===== src/rtl/nr_div_pkg.sv =====
package nr_div_pkg;
  typedef enum logic [1:0] {
    ST_IDLE = 2'd0,
    ST_ITER = 2'd1,
    ST_FIX  = 2'd2
  } div_state_e;
endpackage


===== src/rtl/nr_div_check.sv =====
// Pre-screen: zero divisor and quotient range, compared on magnitudes.
module nr_div_check #(
  parameter int K = 8
) (
  input  logic [2*K-1:0] dividend_i,
  input  logic [K-1:0]   divisor_i,
  input  logic           signed_i,
  output logic           zero_o,
  output logic           ovf_o
);
  localparam int LW = 2*K+1;

  logic           dvd_neg, dvs_neg, neg_res;
  logic [2*K-1:0] mag_z;
  logic [K-1:0]   mag_d;
  logic [LW-1:0]  md_x, lim;

  always_comb begin
    dvd_neg = signed_i & dividend_i[2*K-1];
    dvs_neg = signed_i & divisor_i[K-1];
    neg_res = dvd_neg ^ dvs_neg;
    mag_z   = dvd_neg ? -dividend_i : dividend_i;
    mag_d   = dvs_neg ? -divisor_i  : divisor_i;
    md_x    = LW'(mag_d);
    // negative quotient may reach -2^(K-1): limit grows by one divisor
    if (signed_i) lim = (md_x << (K-1)) + (neg_res ? md_x : '0);
    else          lim = md_x << K;
    zero_o = (divisor_i == '0);
    ovf_o  = !zero_o && ({1'b0, mag_z} >= lim);
  end
endmodule


===== src/rtl/nr_div_step.sv =====
// One radix-2 nonrestoring iteration.
module nr_div_step #(
  parameter int W = 9
) (
  input  logic [2*W:0] rem_i,
  input  logic [W-1:0] dvs_i,
  output logic [2*W:0] rem_o,
  output logic         digit_o
);
  localparam int RW = 2*W+1;

  logic [RW-1:0] aligned, shifted;

  always_comb begin
    aligned = {{(RW-W){dvs_i[W-1]}}, dvs_i} << W;
    shifted = {rem_i[RW-2:0], 1'b0};
    digit_o = (rem_i[RW-1] == dvs_i[W-1]);
    rem_o   = digit_o ? shifted - aligned : shifted + aligned;
  end
endmodule


===== src/rtl/nr_div_fixup.sv =====
// Digit-string conversion and one-step remainder sign correction.
module nr_div_fixup #(
  parameter int K = 8,
  parameter int W = K+1
) (
  input  logic [W:0]   rem_hi_i,
  input  logic [W-1:0] digits_i,
  input  logic [W-1:0] dvs_i,
  input  logic         z_neg_i,
  output logic [K-1:0] quot_o,
  output logic [K-1:0] rem_o
);
  localparam logic [W:0] ONE = (W+1)'(1);

  logic [W:0] d_x, q_raw, q_fin, r_fin;
  logic       r_nz, r_neg, mag_eq, fix, toward;

  always_comb begin
    d_x    = {dvs_i[W-1], dvs_i};
    q_raw  = {~digits_i[W-1], digits_i[W-2:0], 1'b1};
    r_nz   = |rem_hi_i;
    r_neg  = rem_hi_i[W];
    mag_eq = ((rem_hi_i + d_x) == '0) || ((rem_hi_i - d_x) == '0);
    fix    = r_nz && ((r_neg != z_neg_i) || mag_eq);
    toward = (r_neg == d_x[W]);
    r_fin  = rem_hi_i;
    q_fin  = q_raw;
    if (fix) begin
      r_fin = toward ? rem_hi_i - d_x : rem_hi_i + d_x;
      q_fin = toward ? q_raw + ONE   : q_raw - ONE;
    end
    quot_o = q_fin[K-1:0];
    rem_o  = r_fin[K-1:0];
  end
endmodule


===== src/rtl/nr_divider.sv =====
module nr_divider
  import nr_div_pkg::*;
#(
  parameter int WIDTH_K = 8
) (
  input  logic                 clk_i,
  input  logic                 rst_ni,
  input  logic                 start_i,
  input  logic                 signed_i,
  input  logic [2*WIDTH_K-1:0] dividend_i,
  input  logic [WIDTH_K-1:0]   divisor_i,
  output logic                 busy_o,
  output logic                 done_o,
  output logic [WIDTH_K-1:0]   quot_o,
  output logic [WIDTH_K-1:0]   rem_o,
  output logic                 div_zero_o,
  output logic                 ovf_o
);
  localparam int K   = WIDTH_K;
  localparam int W   = K+1;          // one guard bit serves both modes
  localparam int RW  = 2*W+1;
  localparam int EXT = RW-2*K;
  localparam int CW  = $clog2(W+1);
  localparam logic [CW-1:0] LAST = CW'(W-1);

  div_state_e    state_q;
  logic [CW-1:0] cnt_q;
  logic [RW-1:0] rem_q, step_rem;
  logic [W-1:0]  dig_q, dvs_q;
  logic          z_neg_q, sgn_q, step_dig;
  logic          done_q, dz_q, ov_q;
  logic [K-1:0]  quot_q, res_rem_q, fx_quot, fx_rem;
  logic          chk_zero, chk_ovf;
  logic [RW-1:0] z_ext;
  logic [W-1:0]  dvs_ext;

  nr_div_check #(.K(K)) u_check (
    .dividend_i (dividend_i),
    .divisor_i  (divisor_i),
    .signed_i   (signed_i),
    .zero_o     (chk_zero),
    .ovf_o      (chk_ovf)
  );

  nr_div_step #(.W(W)) u_step (
    .rem_i   (rem_q),
    .dvs_i   (dvs_q),
    .rem_o   (step_rem),
    .digit_o (step_dig)
  );

  nr_div_fixup #(.K(K), .W(W)) u_fix (
    .rem_hi_i (rem_q[RW-1:W]),
    .digits_i (dig_q),
    .dvs_i    (dvs_q),
    .z_neg_i  (z_neg_q),
    .quot_o   (fx_quot),
    .rem_o    (fx_rem)
  );

  always_comb begin
    z_ext   = {{EXT{signed_i & dividend_i[2*K-1]}}, dividend_i};
    dvs_ext = {signed_i & divisor_i[K-1], divisor_i};
  end

  always_ff @(posedge clk_i or negedge rst_ni) begin
    if (!rst_ni) begin
      state_q   <= ST_IDLE;
      cnt_q     <= '0;
      rem_q     <= '0;
      dig_q     <= '0;
      dvs_q     <= '0;
      z_neg_q   <= 1'b0;
      sgn_q     <= 1'b0;
      done_q    <= 1'b0;
      dz_q      <= 1'b0;
      ov_q      <= 1'b0;
      quot_q    <= '0;
      res_rem_q <= '0;
    end else begin
      done_q <= 1'b0;
      unique case (state_q)
        ST_IDLE: if (start_i) begin
          sgn_q <= signed_i;
          if (chk_zero || chk_ovf) begin
            done_q    <= 1'b1;
            dz_q      <= chk_zero;
            ov_q      <= chk_ovf;
            quot_q    <= '0;
            res_rem_q <= '0;
          end else begin
            state_q <= ST_ITER;
            cnt_q   <= '0;
            rem_q   <= z_ext;
            dvs_q   <= dvs_ext;
            dig_q   <= '0;
            z_neg_q <= signed_i & dividend_i[2*K-1];
          end
        end
        ST_ITER: begin
          rem_q <= step_rem;
          dig_q <= {dig_q[W-2:0], step_dig};
          cnt_q <= cnt_q + 1'b1;
          if (cnt_q == LAST) state_q <= ST_FIX;
        end
        ST_FIX: begin
          state_q   <= ST_IDLE;
          done_q    <= 1'b1;
          dz_q      <= 1'b0;
          ov_q      <= 1'b0;
          quot_q    <= fx_quot;
          res_rem_q <= fx_rem;
        end
        default: state_q <= ST_IDLE;
      endcase
    end
  end

  assign busy_o     = (state_q != ST_IDLE);
  assign done_o     = done_q;
  assign quot_o     = quot_q;
  assign rem_o      = res_rem_q;
  assign div_zero_o = dz_q;
  assign ovf_o      = ov_q;

  AST_START_ACCEPT: assert property (@(posedge clk_i) disable iff (!rst_ni)
    (start_i && !busy_o) |=> (busy_o != done_o));
  AST_BUSY_FALL: assert property (@(posedge clk_i) disable iff (!rst_ni)
    $fell(busy_o) |-> done_o);
  AST_DONE_SINGLE: assert property (@(posedge clk_i) disable iff (!rst_ni)
    (done_o && !start_i) |=> !done_o);
  AST_REM_SIGN: assert property (@(posedge clk_i) disable iff (!rst_ni)
    (done_o && sgn_q && !div_zero_o && !ovf_o && rem_o != '0) |-> (rem_o[K-1] == z_neg_q));
  AST_ERR_ZERO: assert property (@(posedge clk_i) disable iff (!rst_ni)
    (done_o && (div_zero_o || ovf_o)) |-> (quot_o == '0 && rem_o == '0));
  AST_FLAG_EXCL: assert property (@(posedge clk_i) disable iff (!rst_ni)
    done_o |-> !(div_zero_o && ovf_o));
endmodule


===== config.mk =====
export PLATFORM = sky130hd
export DESIGN_NAME = nr_divider
export DESIGN_NICKNAME = d
export VERILOG_FILES = /design/src/rtl/nr_div_pkg.sv /design/src/rtl/nr_div_check.sv /design/src/rtl/nr_div_step.sv /design/src/rtl/nr_div_fixup.sv /design/src/rtl/nr_divider.sv
export SDC_FILE = /design/constraint.sdc
export NUM_CORES = 1
export LEC_CHECK = 0
export BUFFER_PORTS_ARGS = -buffer_cell sky130_fd_sc_hd__buf_2
export CORE_MARGIN = 2
export CORE_UTILIZATION = 40
export CTS_CLUSTER_DIAMETER = 60
export DETAILED_ROUTE_END_ITERATION = 10
export GPL_TIMING_DRIVEN = 0
export PLACE_DENSITY = 0.62
export SLEW_MARGIN = 5
export SYNTH_ARGS = -nofsm -noshare
export SYNTH_HDL_FRONTEND = slang
export SYNTH_SLANG_ARGS = --single-unit

===== constraint.sdc =====
create_clock -name clk_i -period 3.15 [get_ports clk_i]
set_input_delay 0.4725 -clock clk_i [delete_from_list [all_inputs] [get_ports clk_i]]
set_output_delay 0.4725 -clock clk_i [all_outputs]
set_load 0.005 [all_outputs]

==> flow_metrics.env <==
export IMPL_antenna_left=0
export IMPL_setup_ws_ps=-952
export IMPL_fin_tns_setup_ps=-48130
export IMPL_final_nets=853
export IMPL_worst_clock_skew_ps=5.92
export IMPL_total_power_mw=8.23
export IMPL_ys_ff_latch=61
export IMPL_clk_insertion_delay_late_ps=330
export IMPL_area_growth_synth_to_final_pct=25.2
export IMPL_vias_per_cell=5.59
export IMPL_grt_usage=0.222
export IMPL_wl_per_cell_um=17.0
export IMPL_syn_avg_cell_area_um2=8.20
export IMPL_drc=0
export IMPL_path_clk_slew_ps=50
export IMPL_die_h_um=122
export IMPL_multi_input_area_um2=3940
export IMPL_critPathCaptureType="flip-flop"
export IMPL_ys_seq_area_frac=0.272
export IMPL_synthArstFlopShare=1.00
export IMPL_final_seq_area_um2=1530
export IMPL_holdWs_ps=215
export IMPL_cts_made_buffers=9
export IMPL_die_x_um=122
export IMPL_fill_cells=1351
export IMPL_clkSinkCount=61
export IMPL_root_buffer="clkbuf_16"
export IMPL_dieArea_um2=15000
export IMPL_start_util=0.407
export IMPL_hold_buffers=0
export IMPL_first_pass_iters=6
export IMPL_period_share=1.30
export IMPL_maxCapViolCount=0
export IMPL_tightestPinTransition_ps=890
export IMPL_report_final_setup_viol=60
export IMPL_final_cell_mix="nand2_1, dfrtp_1, ha_1, buf_2, o21ai_0"
export IMPL_crit_type="input port to flip-flop"
export IMPL_yosys_most_used_dff="dfrtp_1"
export IMPL_grt_pass1_wl_um=26000
export IMPL_ios=48
export IMPL_critPathArrivalTime_ps=4350
export IMPL_fin_util=0.510
export IMPL_diodes=0
export IMPL_leakage_nw=3.22
export IMPL_ys_types=71
export IMPL_ir_worst_vdd_v=0.000437
export IMPL_vias=5339
export IMPL_totalWireLength_um=16200
export IMPL_htree_levels=3
export IMPL_grt_setup_unrepaired="true"
export IMPL_fmax_mhz=244
export IMPL_final_hold_violation_count=0
export IMPL_hold_path_class="input port to async pin"
export IMPL_drive_gt1_frac=0.209
export IMPL_placement_setup_worst_slack_ps=-1910
export IMPL_grt_max_degree=62
export IMPL_core_area_um2=13800
export IMPL_grt_pass1_vias=5233
export IMPL_layout_min_cycle_time_ps=4100
export IMPL_rows=43
export IMPL_drv_slew=0
export IMPL_gp_congestion=0.905
export IMPL_powerDensity_nw_per_um2=1170
export IMPL_netlist_instances=684
export IMPL_relSlewSlack=0.403
export IMPL_synth_edf_count=0
export IMPL_first_iter_violations=386
export IMPL_tritoncts="done"
export IMPL_start_kind="input port"
export IMPL_place_hpwl_um=11700
export IMPL_antenna_found_initial=0
export IMPL_status="finished with violations"
export IMPL_netlist_area_um2=5610
export IMPL_critPathRequiredTime_ps=3400
export IMPL_yosysWarnings=0
export IMPL_crit_fanout=6
export IMPL_reg2reg_slack_ps=-650
export IMPL_syn_nets=766
export IMPL_violations="negative setup slack"
export IMPL_final_common_cell="nand2_1"
export IMPL_portBuffers=45
export IMPL_grt_overflow=0
export IMPL_clockBufferDepth=2
## through the flow
stage               instance area [um2]  instances
global route                       7020        955
floorplan                          5690        684
finish                             7020        955
detailed placement                 6140        909
CTS                                6830        942
global placement                   6140        909
## worst max-delay path: stages
cell	delay [ps]
clkbuf_16	110
nand2_8	40
clkbuf_16	130
or3_4	340
nor3_4	210
ha_2	240
o21ai_4	80
xnor2_2	200
a21oi_1	70
a31oi_1	170
a22oi_1	120
ha_1	350
a21o_1	160
a211o_1	260
a41oi_2	210
o21ai_4	100
or4_4	520
or3_4	470
o211ai_2	80
## power breakdown
part	total, mW	internal, mW	switching, mW
sequential	1.52	1.13	0.395
combinational	5.71	2.47	3.24
clock	0.998	0.648	0.350
total	8.23	4.24	3.99
## flip-flops by register name, indices dropped and copies added (netlist names)
signal,flops
rem_q,19
dvs_q,9
quot_o,8
rem_o,8
dig_q,7
cnt_q,4
state_q,2
div_zero_o,1
done_o,1
ovf_o,1
z_neg_q,1
## what timing repair did
| item | 4_1_cts | 5_1_grt |
|---|---|---|
| setup endpoints to repair | 60 | 60 |
| pin swaps | 14 | 12 |
| endpoints found under the hold margin | 0 | 0 |
| buffers inserted | 16 | 12 |
| gates cloned | 3 | 2 |
| resized for setup | 50 | 25 |
## path summary, 6_finish.rpt
kind,to,from,cells past startpoint
max,rem_q[16],signed_i,19
min,rem_o[5],rst_ni,1
max reg2reg,rem_q[18],rem_q[18],17
min reg2reg,rem_o[0],rem_o[0],2
max in group asynchronous,dvs_q[1],rst_ni,1
min in group clk_i,dvs_q[0],divisor_i[0],3
## routing by layer
layer / GRT usage / part of all wire / wire length, um / up-vias
met2: 0.378 / 0.49 / 7880 / 169
met1: 0.282 / 0.44 / 7170 / 2537
met4: 0.0948 / 0.032 / 522 / 0
li1: - / - / - / 2596
met5: 0 / 0 / 0 / -
met3: 0.0283 / 0.041 / 663 / 37
## cell type report
class	instances	area share
Buffer	32	0.0378
Clock buffer	11	0.0360
Clock inverter	4	0.00677
Inverter	37	0.0212
Multi-Input combinational cell	552	0.561
Sequential cell	61	0.217
Tap cell	180	0.0321
Timing Repair Buffer	78	0.0884
## cells in the mapped netlist (3+ instances only)
library cell / n / share of area
nand3_1: 23 / 0.021
o21bai_1: 3 / 0.0040
a21oi_1: 40 / 0.036
nor2_1: 40 / 0.027
a31oi_1: 7 / 0.0078
mux2i_1: 25 / 0.045
a22oi_1: 3 / 0.0040
nor4_1: 8 / 0.0089
or3_1: 8 / 0.0089
o21ai_2: 4 / 0.0062
buf_6: 5 / 0.010
nand2b_1: 13 / 0.014
nand4_1: 3 / 0.0033
o21ai_1: 7 / 0.0062
o21ai_0: 66 / 0.059
xnor2_1: 43 / 0.067
o31ai_1: 4 / 0.0054
a211oi_1: 3 / 0.0040
a21o_1: 11 / 0.015
nor3_1: 16 / 0.014
nand2_1: 95 / 0.064
fa_1: 3 / 0.011
inv_1: 36 / 0.024
and3_1: 5 / 0.0056
buf_2: 4 / 0.0036
xor2_1: 14 / 0.022
ha_1: 51 / 0.11
o41ai_1: 4 / 0.0062
or2_2: 4 / 0.0045
clkbuf_1: 22 / 0.015
o211ai_1: 3 / 0.0040
dfrtp_1: 61 / 0.27
## logic make-up after synthesis
family | Yosys count | synth area share
xor gates and xnor gates | 57 | 0.0890
DFF | 61 | 0.272
adders and majority gates | 54 | 0.124
and+or+nand+nor | 231 | 0.198
muxes | 25 | 0.0446
AOI/OAI and AO/OA | 185 | 0.215
buffers and inverters | 71 | 0.0564
Power figures use the tool's default switching activity.
